$ cat config.mk
export PLATFORM = sky130hd
export DESIGN_NAME = os_uart_rx
export DESIGN_NICKNAME = d
export VERILOG_FILES = /design/src/rtl/os_uart_rx_pkg.sv /design/src/rtl/os_uart_rx_ctrl.sv /design/src/rtl/os_uart_rx_dp.sv /design/src/rtl/os_uart_rx.sv
export SDC_FILE = /design/constraint.sdc
export NUM_CORES = 1
export LEC_CHECK = 0
export BUFFER_PORTS_ARGS = -buffer_cell sky130_fd_sc_hd__buf_2
export CORE_UTILIZATION = 56
export DETAILED_ROUTE_END_ITERATION = 8
export PLACE_DENSITY_LB_ADDON = 0.08
export SYNTH_ARGS = -nofsm -noshare
export SYNTH_HDL_FRONTEND = slang
export SYNTH_SLANG_ARGS = --single-unit
$ cat constraint.sdc
create_clock -name clk -period 2.22 [get_ports clk]
set_input_delay 0.222 -clock clk [delete_from_list [all_inputs] [get_ports clk]]
set_output_delay 0.222 -clock clk [all_outputs]
set_load 0.02 [all_outputs]
$ cat src/rtl/os_uart_rx_pkg.sv
package os_uart_rx_pkg;

  typedef enum logic [2:0] {
    ST_IDLE,
    ST_START,
    ST_DATA,
    ST_PARITY,
    ST_STOP
  } rxState_t;

  typedef struct packed {
    logic startOk;
    logic shiftBit;
    logic takeParity;
    logic loadHold;
  } rxStrobe_t;

endpackage

$ cat src/rtl/os_uart_rx_ctrl.sv
module os_uart_rx_ctrl
  import os_uart_rx_pkg::*;
#(
  parameter int OVERSAMPLE = 16,
  parameter int DATA_MAX   = 8
) (
  input  logic                          clk,
  input  logic                          rstN,
  input  logic                          rxLine,
  input  logic [$clog2(DATA_MAX+1)-1:0] nBits,
  input  logic                          parityEn,
  output rxStrobe_t                     strobe
);
  localparam int CNT_W = $clog2(OVERSAMPLE);
  localparam int IDX_W = $clog2(DATA_MAX);
  localparam int NB_W  = $clog2(DATA_MAX+1);
  localparam logic [CNT_W-1:0] MID  = CNT_W'(OVERSAMPLE/2 - 1);
  localparam logic [CNT_W-1:0] LAST = CNT_W'(OVERSAMPLE - 1);

  rxState_t         state;
  logic [CNT_W-1:0] cnt;
  logic [IDX_W-1:0] bitIdx;
  logic [IDX_W-1:0] lastIdx;
  logic             atMid;
  logic             atLast;

  assign lastIdx = IDX_W'(nBits - NB_W'(1));
  assign atMid   = (cnt == MID);
  assign atLast  = (cnt == LAST);

  always_ff @(posedge clk) begin
    if (!rstN) begin
      state  <= ST_IDLE;
      cnt    <= '0;
      bitIdx <= '0;
    end else begin
      case (state)
        ST_IDLE: begin
          cnt    <= '0;
          bitIdx <= '0;
          if (!rxLine) state <= ST_START;
        end
        ST_START: begin
          if (atMid) begin
            cnt   <= '0;
            state <= rxLine ? ST_IDLE : ST_DATA;
          end else begin
            cnt <= cnt + CNT_W'(1);
          end
        end
        ST_DATA: begin
          if (atLast) begin
            cnt <= '0;
            if (bitIdx == lastIdx) begin
              bitIdx <= '0;
              state  <= parityEn ? ST_PARITY : ST_STOP;
            end else begin
              bitIdx <= bitIdx + IDX_W'(1);
            end
          end else begin
            cnt <= cnt + CNT_W'(1);
          end
        end
        ST_PARITY: begin
          if (atLast) begin
            cnt   <= '0;
            state <= ST_STOP;
          end else begin
            cnt <= cnt + CNT_W'(1);
          end
        end
        ST_STOP: begin
          if (atLast) begin
            cnt   <= '0;
            state <= ST_IDLE;
          end else begin
            cnt <= cnt + CNT_W'(1);
          end
        end
        default: begin
          state <= ST_IDLE;
          cnt   <= '0;
        end
      endcase
    end
  end

  always_comb begin
    strobe            = '0;
    strobe.startOk    = (state == ST_START)  && atMid && !rxLine;
    strobe.shiftBit   = (state == ST_DATA)   && atLast;
    strobe.takeParity = (state == ST_PARITY) && atLast;
    strobe.loadHold   = (state == ST_STOP)   && atLast;
  end

  // a start pulse that is high again at the midpoint is dropped
  a_r2_glitch_to_idle: assert property (@(posedge clk) disable iff (!rstN)
    (state == ST_START && atMid && rxLine) |=> (state == ST_IDLE));

  // the bit counter never leaves one bit time
  a_r3_cnt_in_range: assert property (@(posedge clk) disable iff (!rstN)
    (state != ST_START) || (cnt <= MID));

  // only one sample strobe fires in any cycle
  a_r3_one_sample: assert property (@(posedge clk) disable iff (!rstN)
    $onehot0({strobe.startOk, strobe.shiftBit, strobe.takeParity, strobe.loadHold}));

  // a load is always followed by a return to idle
  a_r7_load_then_idle: assert property (@(posedge clk) disable iff (!rstN)
    strobe.loadHold |=> (state == ST_IDLE));

endmodule

$ cat src/rtl/os_uart_rx_dp.sv
module os_uart_rx_dp
  import os_uart_rx_pkg::*;
#(
  parameter int DATA_MAX    = 8,
  parameter int SYNC_STAGES = 2
) (
  input  logic                          clk,
  input  logic                          rstN,
  input  logic                          serialIn,
  input  logic [$clog2(DATA_MAX+1)-1:0] nBits,
  input  logic                          parityEn,
  input  logic                          parityOdd,
  input  logic                          dataAvailClr,
  input  rxStrobe_t                     strobe,
  output logic                          rxLine,
  output logic [DATA_MAX-1:0]           rxData,
  output logic                          dataAvail,
  output logic                          overrunErr,
  output logic                          parityErr,
  output logic                          framingErr
);
  localparam int NB_W = $clog2(DATA_MAX+1);

  logic [SYNC_STAGES-1:0] syncReg;
  logic [DATA_MAX-1:0]    shiftReg;
  logic                   parAcc;
  logic                   parBit;
  logic [NB_W-1:0]        shiftAmt;

  assign rxLine   = syncReg[SYNC_STAGES-1];
  assign shiftAmt = NB_W'(DATA_MAX) - nBits;

  generate
    if (SYNC_STAGES == 1) begin : g_sync1
      always_ff @(posedge clk) begin
        if (!rstN) syncReg <= '1;
        else       syncReg <= serialIn;
      end
    end else begin : g_syncN
      always_ff @(posedge clk) begin
        if (!rstN) syncReg <= '1;
        else       syncReg <= {syncReg[SYNC_STAGES-2:0], serialIn};
      end
    end
  endgenerate

  always_ff @(posedge clk) begin
    if (!rstN) begin
      shiftReg <= '0;
      parAcc   <= 1'b0;
      parBit   <= 1'b0;
    end else begin
      if (strobe.startOk) begin
        parAcc <= 1'b0;
        parBit <= 1'b0;
      end
      if (strobe.shiftBit) begin
        shiftReg <= {rxLine, shiftReg[DATA_MAX-1:1]};
        parAcc   <= parAcc ^ rxLine;
      end
      if (strobe.takeParity) parBit <= rxLine;
    end
  end

  always_ff @(posedge clk) begin
    if (!rstN) begin
      rxData     <= '0;
      dataAvail  <= 1'b0;
      overrunErr <= 1'b0;
      parityErr  <= 1'b0;
      framingErr <= 1'b0;
    end else if (strobe.loadHold) begin
      rxData     <= shiftReg >> shiftAmt;
      dataAvail  <= 1'b1;
      overrunErr <= dataAvail && !dataAvailClr;
      parityErr  <= parityEn && (parAcc ^ parBit ^ parityOdd);
      framingErr <= !rxLine;
    end else if (dataAvailClr) begin
      dataAvail  <= 1'b0;
      overrunErr <= 1'b0;
    end
  end

  // a load leaves a word waiting
  a_r7_load_sets_avail: assert property (@(posedge clk) disable iff (!rstN)
    strobe.loadHold |=> dataAvail);

  // a clear with no load drops both flags
  a_r9_clear_drops_flags: assert property (@(posedge clk) disable iff (!rstN)
    (dataAvailClr && !strobe.loadHold) |=> (!dataAvail && !overrunErr));

  // error flags hold between loads
  a_r10_flags_hold: assert property (@(posedge clk) disable iff (!rstN)
    !strobe.loadHold |=> ($stable(parityErr) && $stable(framingErr)));

  // unused upper bits of a fresh word are zero
  a_r4_upper_zero: assert property (@(posedge clk) disable iff (!rstN)
    strobe.loadHold |=> ((rxData >> $past(nBits)) == '0));

  // overrun only ever appears with a word waiting
  a_r8_overrun_with_avail: assert property (@(posedge clk) disable iff (!rstN)
    overrunErr |-> dataAvail);

endmodule

$ cat src/rtl/os_uart_rx.sv
module os_uart_rx
  import os_uart_rx_pkg::*;
#(
  parameter int OVERSAMPLE  = 16,
  parameter int DATA_MAX    = 8,
  parameter int MIN_BITS    = 5,
  parameter int SYNC_STAGES = 2
) (
  input  logic                clk,
  input  logic                rstN,
  input  logic                serialIn,
  input  logic [1:0]          wordLen,
  input  logic                parityEn,
  input  logic                parityOdd,
  input  logic                dataAvailClr,
  output logic [DATA_MAX-1:0] rxData,
  output logic                dataAvail,
  output logic                overrunErr,
  output logic                parityErr,
  output logic                framingErr
);
  localparam int NB_W = $clog2(DATA_MAX+1);

  logic            rxLine;
  logic [NB_W-1:0] nBits;
  rxStrobe_t       strobe;

  assign nBits = NB_W'(MIN_BITS) + NB_W'(wordLen);

  os_uart_rx_ctrl #(
    .OVERSAMPLE(OVERSAMPLE),
    .DATA_MAX  (DATA_MAX)
  ) u_ctrl (
    .clk     (clk),
    .rstN    (rstN),
    .rxLine  (rxLine),
    .nBits   (nBits),
    .parityEn(parityEn),
    .strobe  (strobe)
  );

  os_uart_rx_dp #(
    .DATA_MAX   (DATA_MAX),
    .SYNC_STAGES(SYNC_STAGES)
  ) u_dp (
    .clk         (clk),
    .rstN        (rstN),
    .serialIn    (serialIn),
    .nBits       (nBits),
    .parityEn    (parityEn),
    .parityOdd   (parityOdd),
    .dataAvailClr(dataAvailClr),
    .strobe      (strobe),
    .rxLine      (rxLine),
    .rxData      (rxData),
    .dataAvail   (dataAvail),
    .overrunErr  (overrunErr),
    .parityErr   (parityErr),
    .framingErr  (framingErr)
  );

  // a low stop sample leaves a framing error
  a_r6_low_stop_frames: assert property (@(posedge clk) disable iff (!rstN)
    (strobe.loadHold && !rxLine) |=> framingErr);

endmodule

==> results of run 1 <==
layout make-up:
cell class,instances,share of cell area
Sequential cell,34,0.379
Multi-Input combinational cell,132,0.495
Clock buffer,7,0.0306
Clock inverter,1,0.00278
Timing Repair Buffer,21,0.0612
Tap cell,31,0.0216
Inverter,5,0.0104
state kept, by name, summed over array words and instances (netlist names):
| register | cells |
|---|---|
| u_dp.rxData | 8 |
| u_dp.shiftReg | 8 |
| u_ctrl.cnt | 4 |
| u_ctrl.bitIdx | 3 |
| u_ctrl.state | 3 |
| u_dp.syncReg | 2 |
| u_dp.dataAvail | 1 |
| u_dp.framingErr | 1 |
| u_dp.overrunErr | 1 |
| u_dp.parAcc | 1 |
| u_dp.parBit | 1 |
| u_dp.parityErr | 1 |
logic make-up after synthesis:
kind of cell / Yosys count / synth area share
compound gates: 41 / 0.179
xor+xnor: 10 / 0.0530
fa+ha+maj: 2 / 0.0151
buf+inv: 18 / 0.0492
flops: 34 / 0.412
mux: 9 / 0.0864
simple gates: 70 / 0.205
final timing paths:
check / end / slack [ns] / depth (start not counted)
setup / recovery: u_dp.overrunErr$_SDFFE_PN0P_ / 0.49 / 5
hold / removal: u_dp.syncReg[0]$_SDFF_PN1_ / 0.05 / 2
setup reg to reg: u_dp.overrunErr$_SDFFE_PN0P_ / 0.49 / 5
hold reg to reg: u_dp.syncReg[1]$_SDFF_PN1_ / 0.42 / 1
cell usage after synthesis, types with 2 or more instances:
| master | instances |
|---|---|
| nand2b_1 | 5 |
| mux2i_1 | 3 |
| o32ai_1 | 2 |
| inv_1 | 5 |
| xor2_1 | 2 |
| clkbuf_1 | 4 |
| and3_1 | 2 |
| ha_1 | 2 |
| a21o_1 | 2 |
| nand4_1 | 3 |
| o211ai_1 | 2 |
| nor3_1 | 5 |
| a211oi_1 | 2 |
| nand3b_1 | 2 |
| xnor2_1 | 8 |
| nor2_1 | 10 |
| o21ai_0 | 2 |
| dfxtp_1 | 34 |
| mux4_2 | 4 |
| a41oi_1 | 2 |
| mux2_2 | 2 |
| a21oi_1 | 18 |
| or3_1 | 2 |
| buf_2 | 8 |
| nand3_1 | 5 |
| nand2_1 | 32 |
| o31ai_1 | 2 |
critical path, stage by stage (launching register included):
cell and delay (ns):
dfxtp_1 0.36, ha_1 0.29, and3_1 0.26, nand3_1 0.33, mux2i_1 0.30, nor3_1 0.07
power by group through the flow:
| stage | clock (µW) | sequential [µW] | combinational, µW |
|---|---|---|---|
| 2_1_floorplan | 0 | 631 | 48.9 |
| 3_3_place_gp | 0 | 636 | 58.9 |
| 3_5_place_dp | 0 | 637 | 59.8 |
| 4_1_cts | 375 | 623 | 59.8 |
| 5_1_grt | 394 | 624 | 65.4 |
| 6_report | 359 | 623 | 59.5 |
layer usage:
| metal | vias to the layer above | share of wire | track usage |
|---|---|---|---|
| met3 | 6 | 0.036 | 0.0783 |
| met5 | - | 0 | 0 |
| met4 | 0 | 0.018 | 0.105 |
| met1 | 657 | 0.41 | 0.252 |
| li1 | 684 | - | - |
| met2 | 20 | 0.53 | 0.405 |
per-stage QoR:
step                      hold WS (ns)  std cells  utilization
after floorplan                  0.301        184            -
after global placement           0.391        223        0.625
after detailed placement         0.398        223        0.625
after CTS                       0.0342        231        0.646
after global routing            0.0322        231        0.646
final                           0.0503        231        0.646
==> flow_metrics.py, run 1 <==
metrics = {
    "yosys": {
        "netlist_instances": 184,
        "synth_warnings": 0,
        "netlist_top_cells_area": "dfxtp_1 (41%), nand2_1 (7.3%), a21oi_1 (5.5%)",
        "synth_seq_area_share": 0.412,
        "syn_nets": 194,
        "post_synth_num_cell_types": 41,
        "synth.top_cell.area_share": 0.412,
        "ys_async_sr_fraction": 0,
        "post_synth_instance_area_um2": 1650,
        "synth.avg_cell_area_um2": 8.98,
        "number_of_enable_flip_flop_cells_after_synthesis": 0,
        "postSynthRegisterBits": 34,
        "cell_accounting_for_the_most_synthesized_area": "dfxtp_1",
        "postSynth.topFlopCell": "dfxtp_1",
    },
    "power_and_ir_drop": {
        "proportion_of_power_drawn_by_the_clock_network": 0.345,
        "switchingPower_uw": 249,
        "p_per_area_nw_per_um2": 579,
        "report.power.total_uw": 1040,
        "max-vdd-ir-drop_v": 0.000459,
        "seq_power_share": 0.598,
        "power.static_leakage_uw": 0.000687,
        "intPower_uw": 792,
        "power.switching_fraction": 0.239,
        "comb_power_share": 0.057,
    },
    "detailed_routing": {
        "drc": 0,
        "detailedRoute.firstPassIterationCount": 4,
        "drt_wl_total_um": 3230,
        "via_count": 1367,
        "route.detailed.wl_per_inst_um": 14.0,
        "detailedRoute.firstIterationViolations": 37,
        "via_per_inst": 5.92,
        "detail-route-antenna-nets": 0,
    },
    "grt": {
        "grt_pass1_vias": 1279,
        "globalRoute.totalOverflow": 0,
        "grt_pass1_wl_um": 5580,
        "grt_start_max_net_pins": 15,
        "globalRouteTotalUtil": 0.231,
        "antenna_found_initial": 0,
    },
    "placement": {
        "post-place-ws_ns": 0.486,
        "buffer_ports.inserted": 19,
        "postPlaceCellArea_um2": 1740,
        "dp_hpwl_um": 2350,
        "place_congestion": 0.848,
    },
    "setup_path": {
        "path_class": "register to register",
        "crit_arrival_ns": 1.96,
        "worstPathMaxFanout": 11,
        "crit_path_start": "u_ctrl.cnt[0]$_SDFF_PN0_",
        "required_ns": 2.45,
        "r2r_start": "u_ctrl.cnt[0]$_SDFF_PN0_",
        "critical_path.endpoint_type": "register",
        "crit_path_start_kind": "register",
    },
    "timing": {
        "worst_slack_ns": 0.489,
        "grt_setup_unrepaired": "no",
        "max_freq_ghz": 0.578,
        "tightest_slew_ns": 0.558,
        "finalHoldViolCount": 0,
        "max_slew_margin": 0.626,
        "final_max_slew_viol_count": 0,
        "timing.final.crit_period_ns": 1.73,
        "final-setup-viol-count": 0,
        "final.setup.tns_ns": 0,
        "final_min_period_over_clock_period": 0.780,
        "timing.clock.skew_ns": 0.00981,
    },
    "finish": {
        "top_library_cells_by_usage_in_the_layout_fill_and_taps_aside": "dfxtp_1 (34), nand2_1 (32), buf_2 (19)",
        "final-seq-area_um2": 681,
        "layout.cell_area.non_filler_um2": 1800,
        "antennaDiodeCount": 0,
        "mostFrequentLayoutCell": "dfxtp_1",
        "drive_gt1_frac": 0.200,
        "fillers": 251,
        "layout.nets": 209,
        "multi_input_comb_area_um2": 890,
        "area_delta_synth_final_pct": 8.86,
    },
    "clocking": {
        "clkSinkCount": 34,
        "tritoncts_clock_tree": "yes",
        "clk_path_buf_depth": 2,
        "post_cts_resized": 0,
        "cts_max_level": 2,
        "cts.root.buffer_cell": "clkbuf_4",
        "numCtsBuffers": 5,
        "cts_hold_buf": 0,
        "clk_pin_slew_ns": 0.10,
        "clkLatencyLatePin_ns": 0.35,
        "postCtsSetupBuffers": 0,
    },
    "die": {
        "die-height_um": 56.3,
        "fp.dieArea_um2": 3170,
        "die_w_um": 56.3,
        "core-area_um2": 2780,
        "std_cell_rows": 19,
        "floorplan.io_pins": 20,
        "initial_utilization": 0.594,
    },
    "run_status": {
        "result_of_the_run": "completed",
    },
    "worst_hold_path": {
        "min-delay-start": "serialIn",
        "timing.hold.worst.class": "primary input to register",
    },
    "job": {
        "drv_cap": 0,
    },
}
(Power assumes the default switching activity.)
==> run 2, diff against run 1 <==
--- a/config.mk
+++ b/config.mk
@@ -6,7 +6,7 @@
 export NUM_CORES = 1
 export LEC_CHECK = 0
 export BUFFER_PORTS_ARGS = -buffer_cell sky130_fd_sc_hd__buf_2
-export CORE_UTILIZATION = 56
+export CORE_UTILIZATION = 51
 export DETAILED_ROUTE_END_ITERATION = 8
 export PLACE_DENSITY_LB_ADDON = 0.08
 export SYNTH_ARGS = -nofsm -noshare
==> constraint.sdc (replaced) <==
create_clock -name clk -period 1.5 [get_ports clk]
set_input_delay 0.15 -clock clk [delete_from_list [all_inputs] [get_ports clk]]
set_output_delay 0.15 -clock clk [all_outputs]
set_load 0.02 [all_outputs]
==> flow_metrics.py, run 2 (synthesis gave the netlist of run 1 again) <==
metrics = {
    "run_status": {
        "result_of_the_run": "completed",
    },
    "setup_path": {
        "slowest_stage": "dfxtp_2",
        "critical_path.endpoint_type": "register",
        "worstPathMaxFanout": 6,
        "required_ns": 1.73,
        "max_stage_delay_ns": 0.37,
        "crit_arrival_ns": 1.67,
        "crit_chain": "ha_4, nand3_2, a211oi_4, mux2i_1, nor2_1",
        "path_class": "register to register",
        "crit_path_start_kind": "register",
    },
    "detailed_routing": {
        "detail-route-antenna-nets": 0,
        "via_count": 1453,
        "drt_wl_total_um": 3590,
        "detailedRoute.firstPassIterationCount": 4,
        "route.detailed.wl_per_inst_um": 13.9,
        "drc": 0,
        "via_per_inst": 5.61,
        "detailedRoute.firstIterationViolations": 99,
    },
    "finish": {
        "top_library_cells_by_usage_in_the_layout_fill_and_taps_aside": "nand2_1 (32), dfxtp_1 (32), buf_2 (19)",
        "layout.nets": 224,
        "drive_gt1_frac": 0.284,
        "antennaDiodeCount": 0,
        "area_delta_synth_final_pct": 19.9,
        "largestRegisters": "u_dp.rxData x8, u_dp.shiftReg x8, u_ctrl.cnt x4",
    },
    "timing": {
        "max_freq_ghz": 0.694,
        "final-setup-viol-count": 0,
        "fin_hold_ws_ns": 0.0397,
        "timing.clock.skew_ns": 0.0135,
        "final_max_slew_viol_count": 0,
        "timing.final.crit_period_ns": 1.44,
        "grt_setup_unrepaired": "yes",
        "finalHoldViolCount": 0,
        "final_min_period_over_clock_period": 0.960,
        "tightest_slew_ns": 0.351,
        "max_slew_margin": 0.766,
    },
    "power_and_ir_drop": {
        "p_per_area_nw_per_um2": 789,
        "switchingPower_uw": 378,
        "seq_power_share": 0.589,
        "power.static_leakage_uw": 0.000762,
        "power.switching_fraction": 0.242,
        "proportion_of_power_drawn_by_the_clock_network": 0.344,
        "comb_power_share": 0.068,
        "report.power.total_uw": 1560,
        "max-vdd-ir-drop_v": 0.000519,
        "intPower_uw": 1180,
    },
    "clocking": {
        "cts_max_level": 2,
        "postCtsSetupBuffers": 0,
        "tritoncts_clock_tree": "yes",
        "clk_pin_slew_ns": 0.11,
        "cts.root.buffer_cell": "clkbuf_4",
        "numCtsBuffers": 5,
        "clkLatencyLatePin_ns": 0.35,
        "clkSinkCount": 34,
        "clk_path_buf_depth": 2,
    },
    "grt": {
        "grtUsageMet2": 0.430,
        "globalRouteTotalUtil": 0.242,
        "antenna_found_initial": 0,
        "globalRoute.totalOverflow": 0,
        "grt_start_max_net_pins": 22,
        "use_met1": 0.265,
        "grt.met3_usage": 0.0637,
        "grt_pass1_vias": 1401,
        "grt_pass1_wl_um": 6170,
        "grt_busiest_layer": "met2",
    },
    "die": {
        "fp.dieArea_um2": 3470,
        "initial_utilization": 0.541,
        "core-area_um2": 3050,
        "die-height_um": 58.9,
        "std_cell_rows": 20,
        "die_w_um": 58.9,
        "floorplan.io_pins": 20,
    },
    "placement": {
        "buffer_ports.inserted": 19,
        "dp_hpwl_um": 2640,
        "place_congestion": 0.777,
    },
    "worst_hold_path": {
        "timing.hold.worst.class": "primary input to register",
    },
    "job": {
        "drv_cap": 0,
    },
}
==> run 2: cell types whose count changed in the layout (fill, tap and decap cells not counted), sizes merged <==
cell         change
buf             +13
dlygate4sd3      +2
==> run 2: final timing paths <==
path	slack [ns]	to	depth (start not counted)	start
max	0.06	u_ctrl.bitIdx[1]$_SDFFE_PN0P_	5	u_ctrl.cnt[0]$_SDFF_PN0_
min	0.04	u_ctrl.state[2]$_SDFFE_PN0P_	2	parityEn
max reg2reg	0.06	u_ctrl.bitIdx[1]$_SDFFE_PN0P_	5	u_ctrl.cnt[0]$_SDFF_PN0_
min reg2reg	0.42	u_dp.syncReg[1]$_SDFF_PN1_	1	u_dp.syncReg[0]$_SDFF_PN1_
==> run 2: what timing repair did <==
action / in CTS / in global routing
endpoints found under the hold margin: 2 / 0
resized for setup: 6 / 5
hold buffers: 2 / 0
pin swaps: 1 / 2
endpoints found under the setup margin: 19 / 20
==> run 2: routing by layer <==
| metal | wire length, µm | vias up |
|---|---|---|
| li1 | - | 718 |
| met1 | 1490 | 698 |
| met2 | 1880 | 28 |
| met3 | 138 | 9 |
| met4 | 82 | 0 |
| met5 | 0 | - |
==> run 2: power groups by stage <==
stage	logic [µW]	registers (µW)	clock network, µW
2_1_floorplan	72.4	933	0
3_3_place_gp	96.1	939	0
3_5_place_dp	98.3	939	0
4_1_cts	106	920	554
5_1_grt	118	922	585
6_report	106	920	537
==> run 2: critical path: cells and delay by family, from the launching register on <==
kind | cells | cell delay [ns]
fa+ha+maj | 1 | 0.18
flops | 1 | 0.37
compound gates | 1 | 0.34
simple gates | 2 | 0.21
mux | 1 | 0.22
==> run 2: cell type report <==
class | count | area [µm²]
Fill cell | 296 | 1070
Multi-Input combinational cell | 132 | 932
Sequential cell | 34 | 683
Timing Repair Buffer | 36 | 231
Clock buffer | 7 | 55.1
Tap cell | 44 | 55.1
Inverter | 5 | 18.8
Clock inverter | 1 | 5.00
==> run 2: through the flow <==
step / instances / setup TNS, ns / utilization / setup WS (ns) / cell area (µm²)
2_1_floorplan: 184 / 0 / - / 0.00517 / 1650
3_3_place_gp: 249 / -0.0360 / 0.607 / -0.0133 / 1850
3_5_place_dp: 249 / -0.840 / 0.607 / -0.111 / 1850
4_1_cts: 259 / 0 / 0.643 / 0.00238 / 1960
5_1_grt: 259 / -0.00817 / 0.649 / -0.00736 / 1980
6_report: 259 / 0 / 0.649 / 0.0593 / 1980
==> run 3, diff against run 2 <==
--- a/config.mk
+++ b/config.mk
@@ -5,10 +5,11 @@
 export SDC_FILE = /design/constraint.sdc
 export NUM_CORES = 1
 export LEC_CHECK = 0
-export BUFFER_PORTS_ARGS = -buffer_cell sky130_fd_sc_hd__buf_2
-export CORE_UTILIZATION = 51
+export CORE_UTILIZATION = 55
 export DETAILED_ROUTE_END_ITERATION = 8
+export DONT_BUFFER_PORTS = 1
 export PLACE_DENSITY_LB_ADDON = 0.08
+export SKIP_LAST_GASP = 1
 export SYNTH_ARGS = -nofsm -noshare
 export SYNTH_HDL_FRONTEND = slang
 export SYNTH_SLANG_ARGS = --single-unit
==> flow_metrics.py, run 3 (synthesis gave the netlist of run 1 again) <==
metrics = {
    "run_status": {
        "result_of_the_run": "finished, violations left",
        "violated_checks": "DRC",
    },
    "power_and_ir_drop": {
        "switchingPower_uw": 342,
        "proportion_of_power_drawn_by_the_clock_network": 0.336,
        "report.power.total_uw": 1530,
        "p_per_area_nw_per_um2": 800,
        "power.switching_fraction": 0.224,
        "power.static_leakage_uw": 0.000679,
        "comb_power_share": 0.062,
        "max-vdd-ir-drop_v": 0.000668,
        "intPower_uw": 1180,
        "seq_power_share": 0.602,
    },
    "timing": {
        "final-setup-viol-count": 0,
        "final_min_period_over_clock_period": 0.962,
        "max_slew_margin": 0.744,
        "finalHoldViolCount": 0,
        "final.setup.tns_ns": 0,
        "tightest_slew_ns": 0.384,
        "grt_setup_unrepaired": "no",
        "timing.clock.skew_ns": 0.00664,
        "final_max_slew_viol_count": 0,
        "max_freq_ghz": 0.693,
        "worst_slack_ns": 0.0570,
        "timing.final.crit_period_ns": 1.44,
    },
    "worst_hold_path": {
        "min-delay-start": "rstN",
        "timing.hold.worst.class": "primary input to register",
    },
    "detailed_routing": {
        "via_count": 1362,
        "via_per_inst": 5.92,
        "drt_wl_total_um": 3480,
        "detailedRoute.firstIterationViolations": 86,
        "detail-route-antenna-nets": 0,
        "route.detailed.wl_per_inst_um": 15.1,
        "detailedRoute.firstPassIterationCount": 7,
        "drc": 6,
    },
    "placement": {
        "dp_hpwl_um": 2490,
        "buffer_ports.inserted": 0,
        "place_congestion": 0.894,
        "post-place-ws_ns": -0.0407,
    },
    "die": {
        "fp.dieArea_um2": 3230,
        "die-height_um": 56.8,
        "die_w_um": 56.8,
        "initial_utilization": 0.589,
        "floorplan.io_pins": 20,
        "std_cell_rows": 19,
        "core-area_um2": 2810,
    },
    "job": {
        "drv_cap": 0,
    },
    "finish": {
        "fillers": 242,
        "top_library_cells_by_usage_in_the_layout_fill_and_taps_aside": "nand2_1 (32), dfxtp_1 (32), a21oi_1 (18)",
        "antennaDiodeCount": 0,
        "drive_gt1_frac": 0.201,
        "layout.nets": 208,
        "largestRegisters": "u_dp.rxData x8, u_dp.shiftReg x8, u_ctrl.cnt x4",
        "area_delta_synth_final_pct": 15.5,
    },
    "setup_path": {
        "critical_path.endpoint_type": "register",
        "slowest_stage": "dfxtp_2",
        "max_stage_delay_ns": 0.37,
        "worstPathMaxFanout": 6,
        "path_delay_family": "flip-flops",
        "r2r_start": "u_ctrl.cnt[0]$_SDFF_PN0_",
        "crit_chain": "ha_4, nand3_2, a211oi_4, mux2i_1, nor2_1",
        "path_class": "register to register",
        "required_ns": 1.71,
        "crit_arrival_ns": 1.66,
        "crit_buf_inv": 0,
        "crit_path_start_kind": "register",
        "crit_path_start": "u_ctrl.cnt[0]$_SDFF_PN0_",
    },
    "clocking": {
        "clk_path_buf_depth": 2,
        "cts_max_level": 2,
        "clk_pin_slew_ns": 0.10,
        "tritoncts_clock_tree": "yes",
        "clkSinkCount": 34,
        "clkLatencyLatePin_ns": 0.33,
        "cts.root.buffer_cell": "clkbuf_4",
        "numCtsBuffers": 5,
    },
    "grt": {
        "grt_pass1_wl_um": 6060,
        "grt_start_max_net_pins": 13,
        "globalRoute.totalOverflow": 0,
        "antenna_found_initial": 0,
        "globalRouteTotalUtil": 0.248,
        "grt_pass1_vias": 1324,
    },
}
-- run 3: changes by cell type in the layout (fill, tap and decap cells not counted) --
| cell | before | now |
|---|---|---|
| buf_6 | 1 | 0 |
| nor2_1 | 9 | 10 |
| nor2_2 | 1 | 0 |
| buf_4 | 14 | 13 |
| dlygate4sd3_1 | 2 | 6 |
| buf_12 | 0 | 1 |
| buf_2 | 19 | 0 |
-- run 3: cell type report --
cell class	count	area (µm²)	area share
tap	31	38.8	0.0203
sequential	34	683	0.358
clock inverter	1	5.00	0.00262
clock buffer	7	55.1	0.0289
multi-input combinational	132	930	0.487
inverter	5	18.8	0.00984
timing repair buffer	20	178	0.0931
-- run 3: worst paths after layout --
check | end | slack [ns] | cells past startpoint
hold / removal | u_dp.parAcc$_SDFFE_PN0P_ | 0.02 | 2
setup reg to reg | u_ctrl.bitIdx[1]$_SDFFE_PN0P_ | 0.06 | 5
setup / recovery | u_ctrl.bitIdx[1]$_SDFFE_PN0P_ | 0.06 | 5
hold reg to reg | u_dp.syncReg[1]$_SDFF_PN1_ | 0.42 | 1
-- run 3: layer usage --
layer | track usage | share of wire | vias up
met5 | 0 | 0 | -
met4 | 0.105 | 0.018 | 0
li1 | - | - | 681
met2 | 0.374 | 0.44 | 43
met1 | 0.335 | 0.48 | 631
met3 | 0.0668 | 0.065 | 7
-- run 3: power groups by stage --
stage / Combinational, µW / Clock (µW) / Sequential (µW)
after floorplan: 72.4 / 0 / 933
after global placement: 70.7 / 0 / 939
after detailed placement: 73.5 / 0 / 939
after CTS: 94.8 / 530 / 919
after global routing: 104 / 569 / 921
final: 94.9 / 513 / 919
-- run 3: what timing repair did --
item | in CTS | in global routing
gates resized for setup | 6 | 2
pin swaps | 1 | 4
hold endpoints to repair | 14 | 0
hold buffers | 6 | 0
endpoints found under the setup margin | 16 | 8
buffers inserted | 0 | 0
-- run 3: per-stage QoR --
| stage | hold WS, ns | cells | util | area, µm² |
|---|---|---|---|---|
| final | 0.0185 | 230 | 0.680 | 1910 |
| after global routing | 0.0181 | 230 | 0.680 | 1910 |
| after CTS | 0.00510 | 230 | 0.679 | 1910 |
| after detailed placement | 0.229 | 216 | 0.623 | 1750 |
| after global placement | 0.229 | 216 | 0.623 | 1750 |
| after floorplan | 0.229 | 184 | - | 1650 |
